===== config.mk =====
export PLATFORM = sky130hd
export DESIGN_NAME = cmd_frame_rx
export DESIGN_NICKNAME = d
export VERILOG_FILES = /design/src/rtl/cmd_frame_pkg.sv /design/src/rtl/cmd_frame_acc.sv /design/src/rtl/cmd_frame_shadow.sv /design/src/rtl/cmd_frame_rx.sv
export SDC_FILE = /design/constraint.sdc
export NUM_CORES = 1
export LEC_CHECK = 0
export BUFFER_PORTS_ARGS = -buffer_cell sky130_fd_sc_hd__clkbuf_2
export CELL_PAD_IN_SITES_DETAIL_PLACEMENT = 0
export CELL_PAD_IN_SITES_GLOBAL_PLACEMENT = 2
export CORE_ASPECT_RATIO = 1.75
export CORE_UTILIZATION = 43
export DETAILED_ROUTE_END_ITERATION = 16
export MAX_ROUTING_LAYER = met4
export PLACE_DENSITY = 0.93
export SETUP_SLACK_MARGIN = 0.05
export SLEW_MARGIN = 15
export SYNTH_ARGS = -nofsm -noshare
export SYNTH_HDL_FRONTEND = slang
export SYNTH_SLANG_ARGS = --single-unit

===== constraint.sdc =====
create_clock -name clk_i -period 3.4 [get_ports clk_i]
set_clock_uncertainty 0.1 [all_clocks]
set_input_delay 0.68 -clock clk_i [delete_from_list [all_inputs] [get_ports clk_i]]
set_output_delay 0.68 -clock clk_i [all_outputs]
set_load 0.005 [all_outputs]

===== src/rtl/cmd_frame_pkg.sv =====
package cmd_frame_pkg;
  localparam int unsigned FRAME_LEN_DEF = 8;
  localparam logic [3:0]  STD_TAG       = 4'hE;
  typedef logic [7:0] cmd_byte_t;
endpackage


===== src/rtl/cmd_frame_acc.sv =====
module cmd_frame_acc
  import cmd_frame_pkg::*;
#(
  parameter int unsigned FRAME_LEN = FRAME_LEN_DEF,
  localparam int unsigned CNT_W = $clog2(FRAME_LEN + 1)
) (
  input  logic                      clk_i,
  input  logic                      rst_ni,
  input  logic                      start_i,
  input  logic                      valid_i,
  input  logic                      latch_i,
  input  cmd_byte_t                 data_i,
  output cmd_byte_t [FRAME_LEN-1:0] frame_o,
  output logic [CNT_W-1:0]          cnt_o,
  output cmd_byte_t                 sum_o
);
  logic [CNT_W-1:0] cnt_q;
  cmd_byte_t        sum_q;
  logic             take;

  assign take = valid_i && !start_i && !latch_i && (cnt_q < CNT_W'(FRAME_LEN));

  always_ff @(posedge clk_i or negedge rst_ni) begin
    if (!rst_ni) begin
      cnt_q <= '0;
      sum_q <= '0;
    end else if (start_i || latch_i) begin
      cnt_q <= '0;
      sum_q <= '0;
    end else if (take) begin
      cnt_q <= cnt_q + 1'b1;
      sum_q <= sum_q + data_i;
    end
  end

  for (genvar i = 0; i < FRAME_LEN; i++) begin : g_slot
    cmd_byte_t slot_q;
    always_ff @(posedge clk_i or negedge rst_ni) begin
      if (!rst_ni)                               slot_q <= '0;
      else if (take && cnt_q == CNT_W'(i))       slot_q <= data_i;
    end
    assign frame_o[i] = slot_q;
  end

  assign cnt_o = cnt_q;
  assign sum_o = sum_q;
endmodule


===== src/rtl/cmd_frame_shadow.sv =====
module cmd_frame_shadow
  import cmd_frame_pkg::*;
#(
  parameter int unsigned FRAME_LEN = FRAME_LEN_DEF,
  localparam int unsigned REF_IDX = FRAME_LEN - 2
) (
  input  logic                      clk_i,
  input  logic                      rst_ni,
  input  logic                      latch_i,
  input  logic                      pass_i,
  input  cmd_byte_t [FRAME_LEN-1:0] frame_i,
  output logic [3:0]                ref_lo_o,
  output logic [3:0]                ref_hi_o,
  output logic                      exp_od_o,
  output cmd_byte_t                 chan_a_o,
  output cmd_byte_t                 chan_b_o,
  output logic                      csum_ok_o,
  output logic                      step_inhibit_o
);
  logic is_std;
  assign is_std = (frame_i[0][7:4] == STD_TAG);

  always_ff @(posedge clk_i or negedge rst_ni) begin
    if (!rst_ni) begin
      ref_lo_o       <= '0;
      ref_hi_o       <= '0;
      exp_od_o       <= 1'b1;
      chan_a_o       <= '0;
      chan_b_o       <= '0;
      csum_ok_o      <= 1'b0;
      step_inhibit_o <= 1'b1;
    end else if (latch_i) begin
      csum_ok_o      <= pass_i;
      step_inhibit_o <= !pass_i;
      if (pass_i) begin
        if (is_std) begin
          exp_od_o <= frame_i[0][0];
          chan_a_o <= frame_i[1];
          chan_b_o <= frame_i[2];
        end else begin
          ref_lo_o <= frame_i[REF_IDX][3:0];
          ref_hi_o <= frame_i[REF_IDX][7:4];
        end
      end
    end
  end
endmodule


===== src/rtl/cmd_frame_rx.sv =====
module cmd_frame_rx
  import cmd_frame_pkg::*;
#(
  parameter int unsigned FRAME_LEN = FRAME_LEN_DEF,
  localparam int unsigned CNT_W = $clog2(FRAME_LEN + 1)
) (
  input  logic       clk_i,
  input  logic       rst_ni,
  input  logic       frame_start_i,
  input  logic       byte_valid_i,
  input  logic [7:0] byte_i,
  input  logic       latch_i,
  output logic [3:0] ref_lo_o,
  output logic [3:0] ref_hi_o,
  output logic       exp_od_o,
  output logic [7:0] chan_a_o,
  output logic [7:0] chan_b_o,
  output logic       csum_ok_o,
  output logic       step_inhibit_o
);
  cmd_byte_t [FRAME_LEN-1:0] frame;
  logic [CNT_W-1:0]          cnt;
  cmd_byte_t                 sum;
  logic                      do_latch;
  logic                      pass;

  assign do_latch = latch_i && !frame_start_i;
  assign pass     = (cnt == CNT_W'(FRAME_LEN)) && (sum == '0);

  cmd_frame_acc #(.FRAME_LEN(FRAME_LEN)) u_acc (
    .clk_i   (clk_i),
    .rst_ni  (rst_ni),
    .start_i (frame_start_i),
    .valid_i (byte_valid_i),
    .latch_i (do_latch),
    .data_i  (byte_i),
    .frame_o (frame),
    .cnt_o   (cnt),
    .sum_o   (sum)
  );

  cmd_frame_shadow #(.FRAME_LEN(FRAME_LEN)) u_shadow (
    .clk_i          (clk_i),
    .rst_ni         (rst_ni),
    .latch_i        (do_latch),
    .pass_i         (pass),
    .frame_i        (frame),
    .ref_lo_o       (ref_lo_o),
    .ref_hi_o       (ref_hi_o),
    .exp_od_o       (exp_od_o),
    .chan_a_o       (chan_a_o),
    .chan_b_o       (chan_b_o),
    .csum_ok_o      (csum_ok_o),
    .step_inhibit_o (step_inhibit_o)
  );
endmodule


==> flow_summary_export.csv, run 1 <==
group,metric,value,unit
timing,timing.final.crit_share,73.8,%
clock_network,cts_tree,"built",
synthesis,synth_fp_nets,248,
critical_path,start_kind,"flop",
grt,antenna_found_initial,0,
pwr,leakage,1.85,nW
placement,dp_hpwl,4240,um
timing,setup_viol,0,
critical_path,cp_data_arrival_time,2620,ps
final_layout,final_common_cell,"dfrtp_1",
clock_network,cts_sinks,68,
critical_path,reg2reg_to,"u_shadow.ref_hi_o[3]",
synthesis,synthXorXnorAreaFrac,1.16,%
synthesis,synth-seq-area-share,56.3,%
clock_network,clk_latency,320,ps
die,fp.dieW,65.4,um
final_layout,antennaDiodeCount,0,
critical_path,r2r_start,"u_acc.cnt_o[0]",
pwr,ir_drop,0.000229,V
route,num_vias,1940,
synthesis,ys.flop_type,"dfrtp_1",
run,max_cap_viol_count,0,
placement,io_buffers,39,
critical_path,crit_family,"simple AND/OR/NAND/NOR gates",
pwr,p_per_area,527,nW/um^2
clock_network,post_cts_resized,0,
critical_path,crit_cells,6,
critical_path,crit_buf_inv,1,
route,wl_per_cell,16.8,um
min_path,hp-class,"flop to flop",
min_path,worstHoldPathCells,1,
route,remaining_drc_errors,0,
clock_network,path_clk_slew,60,ps
route,ant_nets,0,
die,rows,40,
critical_path,cpPeakStageDelay,700,ps
synthesis,ys.warnings.count,0,
die,io_pins,40,
grt,grt_max_degree,69,
clock_network,cts.path.max_buffers,2,
critical_path,critPathSlowestCell,"nor2b_1",
die,die_h,113,um
route,drt-total-wl,6030,um
synthesis,yosys_register_bits,68,
synthesis,synth_top_family_by_area,"multiplexers",
min_path,whs_endpoint,"u_shadow.chan_a_o[6]",
critical_path,crit_chain,"inv_1 > ha_1 > and4bb_1 > nand4_2 > nor2b_1 > mux2_2",
synthesis,ys_types,42,
route,routed.top_layer,"met4",
critical_path,path_class,"flop to flop",
synthesis,syn_inst,223,
timing,fin_hold_ws,380,ps
timing,relSlewSlack,43.3,%
timing,fin_crit,2510,ps
synthesis,async_reset_ff_share,100,%
synthesis,synth-compound-area-share,5.21,%
timing,fin_setup_tns,0,ps
timing,worstMarginPinSlew,851,ps
final_layout,drive_above_1_share,37.1,%
die,start_util,44.2,%
final_layout,final_cell_mix,"dfrtp_1, clkbuf_2, mux2_2",
grt,grt-ovfl-total,0,
critical_path,crit_fanout,8,
critical_path,worst-endpoint-required,3510,ps
route,wl_met1,2380,um
final_layout,area_delta_synth_final,19.0,%
timing,fmax,398,MHz
timing,drv_slew,0,
synthesis,yosys.area_share.simple,9.50,%
clock_network,hold_buffers,0,
route,routed_via_density,5.40,
outcome,status,"finished clean",
critical_path,crit_path_end_kind,"flop",
route,met2_length,3360,um
final_layout,fillers,594,
final_layout,nets,295,
synthesis,synth_edf_count,0,
grt,grt.total_usage,19.5,%
synthesis,synth_mux_area_share,21.1,%
route,wl_met3,145,um
die,die_area,7390,um^2
critical_path,rrSetupSlack,890,ps
clock_network,post_cts_buffers,0,
timing,finalHoldViolCount,0,
min_path,worstHoldStart,"u_shadow.chan_a_o[6]",
die,coreArea,6860,um^2
synthesis,avgSynthCellArea,13.6,um^2
timing,rsz0062_at_grt,"no",
route,drtPass1Iterations,4,
clock_network,root_buffer,"clkbuf_16",
grt,grt_pass1_wl,10100,um
clock_network,htree_num_levels,3,
grt,grt_pass1_vias,2046,
critical_path,r2r.worst_path.cells,6,
synthesis,netlist_area,3030,um^2
synthesis,synthAdderAreaFrac,5.21,%
clock_network,cts_made_buffers,9,
placement,gp_congestion,0.779,
pwr,finalPower,1.90,mW
route,drtIter0Drc,110,
cell type report:
cell class / instances / area, um^2 / share of cell area (%)
sequential: 68 / 1700 / 47.3
multi-input combinational: 145 / 1280 / 35.5
clock buffer: 10 / 229 / 6.35
timing repair buffer: 42 / 218 / 6.04
tap: 84 / 105 / 2.92
clock inverter: 6 / 55.1 / 1.53
inverter: 4 / 15.0 / 0.417
how the worst max path moves through the flow:
stage | from | to | slack [ps]
global placement | latch_i | u_shadow.ref_hi_o[3] | 820
finish | u_acc.cnt_o[0] | u_shadow.ref_hi_o[3] | 890
CTS | u_acc.cnt_o[0] | u_shadow.ref_hi_o[3] | 860
floorplan | byte_i[0] | u_acc.sum_o[6] | 1210
detailed placement | latch_i | u_shadow.ref_hi_o[3] | 780
global route | u_acc.cnt_o[0] | u_shadow.ref_hi_o[0] | 740
metrics by stage:
stage	area, um^2	util, %	std cells	setup WS [ps]
global placement	3320	48.4	343	823
floorplan	3030	-	223	1210
detailed placement	3320	48.4	343	780
CTS	3600	52.6	359	859
global route	3600	52.6	359	741
finish	3600	52.6	359	890
Yosys cell counts, drive strengths merged (4+ instances only):
| master | n | share of area (%) |
|---|---|---|
| nor2 | 7 | 1.4 |
| nand3 | 5 | 0.99 |
| mux2 | 55 | 20 |
| inv | 4 | 0.50 |
| a21oi | 11 | 1.8 |
| ha | 11 | 4.5 |
| nor2b | 4 | 0.83 |
| dfrtp | 66 | 55 |
| nand2 | 12 | 1.5 |
logic make-up (layout without fill, tap and decap cells):
| family | after synthesis | count (layout) |
|---|---|---|
| xor gates and xnor gates | 4 | 4 |
| muxes | 57 | 57 |
| buffers and inverters | 10 | 62 |
| adders and majority gates | 12 | 12 |
| and+or+nand+nor | 47 | 47 |
| DFF | 68 | 68 |
| AOI/OAI and AO/OA | 25 | 25 |
registers in the layout, summed over array words and instances, names as in the netlist:
register                 cells
u_shadow.csum_ok_o           1
u_shadow.step_inhibit_o      1
u_shadow.chan_b_o            8
u_shadow.chan_a_o            8
u_shadow.ref_lo_o            4
u_acc.cnt_o                  4
u_acc.sum_o                  8
u_shadow.exp_od_o            1
u_acc.g_slot.slot_q         29
u_shadow.ref_hi_o            4
routing by layer:
metal	track usage (%)	up-vias
met1	21.6	1003
met3	4.54	9
met2	32.4	33
li1	-	895
met4	8.99	0
met5	-	-
power breakdown:
part	switching (mW)	leakage (nW)	internal (mW)
clock network	0.321	0.146	0.560
logic	0.0738	0.781	0.0626
registers	0.0247	0.919	0.855
Note: power is estimated with default switching activity, not from simulation.
==> run 2: changes to the inputs <==
--- a/config.mk
+++ b/config.mk
@@ -9,10 +9,10 @@
 export CELL_PAD_IN_SITES_DETAIL_PLACEMENT = 0
 export CELL_PAD_IN_SITES_GLOBAL_PLACEMENT = 2
 export CORE_ASPECT_RATIO = 1.75
-export CORE_UTILIZATION = 43
+export CORE_UTILIZATION = 39
 export DETAILED_ROUTE_END_ITERATION = 16
 export MAX_ROUTING_LAYER = met4
-export PLACE_DENSITY = 0.93
+export PLACE_DENSITY = 0.87
 export SETUP_SLACK_MARGIN = 0.05
 export SLEW_MARGIN = 15
 export SYNTH_ARGS = -nofsm -noshare
==> constraint.sdc (replaced) <==
create_clock -name clk_i -period 2.6 [get_ports clk_i]
set_clock_uncertainty 0.1 [all_clocks]
set_input_delay 0.52 -clock clk_i [delete_from_list [all_inputs] [get_ports clk_i]]
set_output_delay 0.52 -clock clk_i [all_outputs]
set_load 0.005 [all_outputs]
==> run 2 against run 1 <==
Effect of this change: total power is 38% higher; sequential power is 31% higher; non-clock buffer count is 3 higher; flip-flop and latch count stayed put; cell area is 2.1% higher; critical path depth stayed put; critical path type unchanged; largest cell class unchanged.
==> flow_summary_export.csv, run 2 (same netlist as run 1, synthesis figures left out) <==
group,metric,value,unit
outcome,status,"finished clean",
route,routed_via_density,5.24,
timing,relSlewSlack,60.0,%
die,fp.dieW,68.6,um
final_layout,nets,298,
clock_network,path_clk_slew,50,ps
grt,antenna_found_initial,0,
clock_network,root_buffer,"clkbuf_16",
placement,dp_hpwl,4380,um
pwr,intPower,2.07,mW
final_layout,final_cell_mix,"dfrtp_1, clkbuf_2, mux2_2",
pwr,leakage,1.87,nW
critical_path,cp-startpoint,"u_acc.sum_o[1]",
grt,busiest_layer,"met2",
critical_path,r2r.worst_path.cells,6,
grt,grt.total_usage,17.0,%
route,ant_nets,0,
route,wl_per_cell,16.0,um
route,drtPass1Iterations,2,
clock_network,htree_num_levels,3,
grt,use_met3,4.15,%
route,num_vias,1919,
grt,grt_use_met2,27.8,%
clock_network,cts.path.max_buffers,2,
clock_network,post_cts_buffers,0,
grt,grt_pass1_wl,9690,um
clock_network,clk_latency,330,ps
critical_path,cp_data_arrival_time,2220,ps
pwr,p_seq_share,43.9,%
grt,grt-ovfl-total,0,
die,die_area,8130,um^2
pwr,clock_power_share,49.2,%
critical_path,critPathSlowestCell,"dfrtp_1",
final_layout,final_core_util,49.0,%
clock_network,cts_sinks,68,
route,drt-total-wl,5870,um
pwr,p_switching,0.552,mW
pwr,p_per_area,712,nW/um^2
critical_path,reg2reg_to,"u_acc.sum_o[5]",
timing,fin_ws,482,ps
placement,place_area,3360,um^2
placement,post-place-ws,263,ps
route,drtIter0Drc,86,
timing,rsz0062_at_grt,"no",
final_layout,antennaDiodeCount,0,
final_layout,final_common_cell,"dfrtp_1",
timing,setup_viol,0,
clock_network,post_cts_resized,0,
timing,drv_slew,0,
critical_path,r2r_start,"u_acc.sum_o[1]",
timing,fin_crit,2120,ps
die,start_util,40.3,%
critical_path,rrSetupSlack,480,ps
clock_network,hold_buffers,0,
timing,fin_setup_tns,0,ps
run,max_cap_viol_count,0,
critical_path,crit_buf_inv,0,
pwr,pwr-share-comb,6.9,%
die,coreArea,7510,um^2
route,remaining_drc_errors,0,
critical_path,crit_chain,"ha_1 > a211oi_1 > o21bai_1 > a21oi_1 > nor4_1 > a311o_1",
timing,finalHoldViolCount,0,
critical_path,worst-endpoint-required,2710,ps
die,rows,42,
pwr,sw_frac_of_total,21.1,%
clock_network,cts_tree,"built",
pwr,ir_drop,0.000321,V
timing,timing.final.crit_share,81.5,%
final_layout,largest_register,"u_acc.g_slot.slot_q",
die,io_pins,40,
critical_path,path_class,"flop to flop",
placement,gp_congestion,0.890,
timing,fmax,472,MHz
final_layout,postLayoutCellArea,3680,um^2
grt,grt_pass1_vias,1935,
critical_path,start_kind,"flop",
min_path,hp-class,"input port to async pin",
critical_path,cpPeakStageDelay,440,ps
critical_path,crit_path_end_kind,"flop",
grt,grt_use_met1,18.4,%
final_layout,largest_register_ffs,29,
die,die_h,119,um
critical_path,crit_fanout,4,
clock_network,cts_made_buffers,9,
timing,worstMarginPinSlew,599,ps
final_layout,area_delta_synth_final,21.5,%
timing,fin_hold_ws,97.4,ps
grt,grt_max_degree,46,
critical_path,crit_family,"compound AO/OA/AOI/OAI gates",
final_layout,drive_above_1_share,37.4,%
placement,io_buffers,39,
-- run 2: power by group through the flow --
stage	sequential, mW	combinational (mW)	clock (mW)
3_3_place_gp	1.16	0.179	0
6_report	1.15	0.181	1.29
2_1_floorplan	1.16	0.115	0
3_5_place_dp	1.17	0.183	0
5_1_grt	1.16	0.203	1.37
4_1_cts	1.15	0.185	1.31
-- run 2: worst max path at each step --
stage / depth (start not counted) / to
after floorplan: 7 / u_acc.sum_o[6]
after global placement: 8 / u_acc.sum_o[6]
after detailed placement: 8 / u_acc.sum_o[6]
after CTS: 6 / u_acc.sum_o[5]
after global routing: 6 / u_acc.sum_o[5]
final: 6 / u_acc.sum_o[5]
-- run 2: routing by layer --
metal / routed length, um / up-vias
li1: - / 910
met1: 2330 / 964
met2: 3210 / 32
met3: 166 / 13
met4: 164 / 0
met5: 0 / -
-- run 2: area by class of cell --
type / instances / area [um^2]
fill: 676 / 3840
sequential: 68 / 1700
multi-input combinational: 145 / 1280
timing repair buffer: 45 / 253
clock buffer: 12 / 246
tap: 88 / 110
clock inverter: 4 / 72.6
inverter: 4 / 15.0
-- run 2: per-stage QoR --
step	total power, mW	instances
after floorplan	1.27	223
after global placement	1.34	350
after detailed placement	1.35	350
after CTS	2.64	366
after global routing	2.72	366
final	2.62	366
==> run 3: changes to the inputs <==
--- a/config.mk
+++ b/config.mk
@@ -9,10 +9,10 @@
 export CELL_PAD_IN_SITES_DETAIL_PLACEMENT = 0
 export CELL_PAD_IN_SITES_GLOBAL_PLACEMENT = 2
 export CORE_ASPECT_RATIO = 1.75
-export CORE_UTILIZATION = 39
+export CORE_UTILIZATION = 36
 export DETAILED_ROUTE_END_ITERATION = 16
 export MAX_ROUTING_LAYER = met4
-export PLACE_DENSITY = 0.87
+export PLACE_DENSITY = 0.84
 export SETUP_SLACK_MARGIN = 0.05
 export SLEW_MARGIN = 15
 export SYNTH_ARGS = -nofsm -noshare
==> constraint.sdc (replaced) <==
create_clock -name clk_i -period 1.9 [get_ports clk_i]
set_clock_uncertainty 0.1 [all_clocks]
set_input_delay 0.38 -clock clk_i [delete_from_list [all_inputs] [get_ports clk_i]]
set_output_delay 0.38 -clock clk_i [all_outputs]
set_load 0.005 [all_outputs]
==> run 3 against run 2 <==
Effect of this change: the flow now finishes with violations (design-rule violations, negative setup slack); routed wire length up 12%; first-iteration DRC count up 5.8%; non-clock buffer count up 33; critical endpoint is now u_shadow.chan_b_o[7]; largest cell class unchanged.
==> flow_summary_export.csv, run 3 (same netlist as run 1, synthesis figures left out) <==
group,metric,value,unit
outcome,status,"finished, violations left",
outcome,violations,"design-rule violations, negative setup slack",
timing,finalHoldViolCount,0,
clock_network,clk_latency,330,ps
grt,grt_max_degree,69,
timing,relSlewSlack,75.8,%
clock_network,root_buffer,"clkbuf_16",
final_layout,drive_above_1_share,55.8,%
die,io_pins,40,
final_layout,final_core_util,51.9,%
clock_network,cts_tree,"built",
placement,io_buffers,39,
final_layout,area_delta_synth_final,37.5,%
clock_network,cts.path.max_buffers,2,
grt,grt_pass1_vias,2156,
pwr,leakage,2.05,nW
final_layout,multi_input_area,1510,um^2
route,num_vias,2031,
critical_path,worst-endpoint-required,2010,ps
critical_path,reg2reg_to,"u_shadow.chan_b_o[7]",
placement,gp_congestion,0.823,
critical_path,crit_fanout,8,
critical_path,crit_family,"simple AND/OR/NAND/NOR gates",
die,die_h,123,um
critical_path,crit_cells,7,
route,drtPass1Iterations,10,
timing,worstMarginPinSlew,363,ps
die,coreArea,8020,um^2
route,ant_nets,0,
die,rows,43,
final_layout,antennaDiodeCount,0,
critical_path,cp_common_cell,"buf_6",
timing,setup_viol,8,
critical_path,cp_data_arrival_time,2030,ps
timing,fmax,520,MHz
timing,drv_slew,0,
clock_network,htree_num_levels,3,
pwr,p_per_area,836,nW/um^2
clock_network,path_clk_slew,50,ps
placement,place_area,3560,um^2
critical_path,r2r.worst_path.cells,7,
route,drtIter0Drc,91,
final_layout,postLayoutCellArea,4160,um^2
route,remaining_drc_errors,5,
route,routed_via_density,5.08,
min_path,worstHoldStart,"byte_i[2]",
final_layout,final_cell_mix,"dfrtp_1, clkbuf_2, buf_4",
final_layout,largest_register,"u_acc.g_slot.slot_q",
critical_path,r2r_start,"u_acc.sum_o[1]",
route,drt-total-wl,6590,um
critical_path,crit_buf_inv,3,
timing,fin_setup_tns,-137,ps
critical_path,path_class,"flop to flop",
final_layout,nets,331,
min_path,whs_endpoint,"u_acc.g_slot[2].slot_q[2]",
critical_path,start_kind,"flop",
grt,grt.total_usage,17.1,%
critical_path,critPathSlowestCell,"dfrtp_1",
grt,grt-ovfl-total,0,
min_path,worstHoldPathCells,2,
critical_path,crit_chain,"buf_6 > and4bb_1 > nand4_4 > nor2_4 > buf_6 > buf_12 > mux2_4",
placement,post-place-ws,-163,ps
placement,dpl.cell_count,376,
critical_path,cpPeakStageDelay,410,ps
final_layout,fillers,676,
clock_network,cts_made_buffers,9,
min_path,hp-class,"input port to flop",
grt,grt_pass1_wl,10700,um
timing,timing.final.crit_share,101,%
critical_path,crit_path_end_kind,"flop",
final_layout,largest_register_ffs,29,
run,max_cap_viol_count,0,
final_layout,post_layout_nonfiller_instances,400,
final_layout,seq_area,1710,um^2
grt,antenna_found_initial,0,
die,fp.dieW,71.3,um
timing,fin_crit,1920,ps
critical_path,rrSetupSlack,-20,ps
placement,dp_hpwl,4540,um
die,die_area,8800,um^2
pwr,ir_drop,0.000432,V
timing,fin_ws,-21.5,ps
die,start_util,37.8,%
final_layout,final_common_cell,"dfrtp_1",
clock_network,cts_sinks,68,
route,wl_per_cell,16.5,um
timing,rsz0062_at_grt,"yes",
-- run 3: cell types whose count changed in the layout (fill, tap and decap cells not counted), sizes merged --
cell / delta
clkbuf: +2
buf: +32
bufinv: -2
dlygate4sd3: +1
clkinvlp: -1
-- run 3: routing by layer --
metal,track usage [%],wire length (um),up-vias
met5,-,0,-
met4,8.25,157,0
met3,3.50,158,11
met2,29.9,3660,27
met1,18.2,2620,1020
li1,-,-,973
-- run 3: timing repair --
action                                  in CTS  in global routing
resized for setup                           35                 22
cloned                                       1                  0
buffers inserted                             7                  1
endpoints found under the setup margin      28                 29
hold buffers                                 1                  0
pin swaps                                    6                  8
hold endpoints to repair                    66                  0
-- run 3: final cells by class --
class / count / share of cell area (%)
inverter: 4 / 0.361
sequential: 68 / 41.0
clock buffer: 14 / 6.82
multi-input combinational: 145 / 36.2
clock inverter: 1 / 0.120
timing repair buffer: 78 / 12.8
tap: 90 / 2.71
-- run 3: how the worst max path moves through the flow --
stage,start,to,slack (ps)
after floorplan,u_acc.cnt_o[0],u_shadow.chan_a_o[0],-30
after global placement,u_acc.sum_o[5],u_shadow.ref_hi_o[3],-170
after CTS,u_acc.cnt_o[1],u_shadow.chan_a_o[0],-20
after global routing,u_acc.cnt_o[1],u_shadow.chan_b_o[1],-80
final,u_acc.sum_o[1],u_shadow.chan_b_o[7],-20
after detailed placement,u_acc.sum_o[5],u_shadow.ref_hi_o[1],-160
-- run 3: report_power, final --
part           internal, mW  switching (mW)
logic                 0.169           0.158
registers              1.53          0.0480
clock network          1.02           0.559
-- run 3: worst reg2reg max path, cell delays in order (launching register included) --
cell and delay [ps]:
dfrtp_1 410, buf_6 150, and4bb_1 290, nand4_4 150, nor2_4 150, buf_6 120
buf_12 130, mux2_4 310
-- run 3: metrics by stage --
stage               power (mW)  hold WS [ps]
floorplan                 1.74         -15.6
global placement          1.88           325
detailed placement        1.89           328
CTS                       3.50           247
global route              3.62           287
finish                    3.48           289
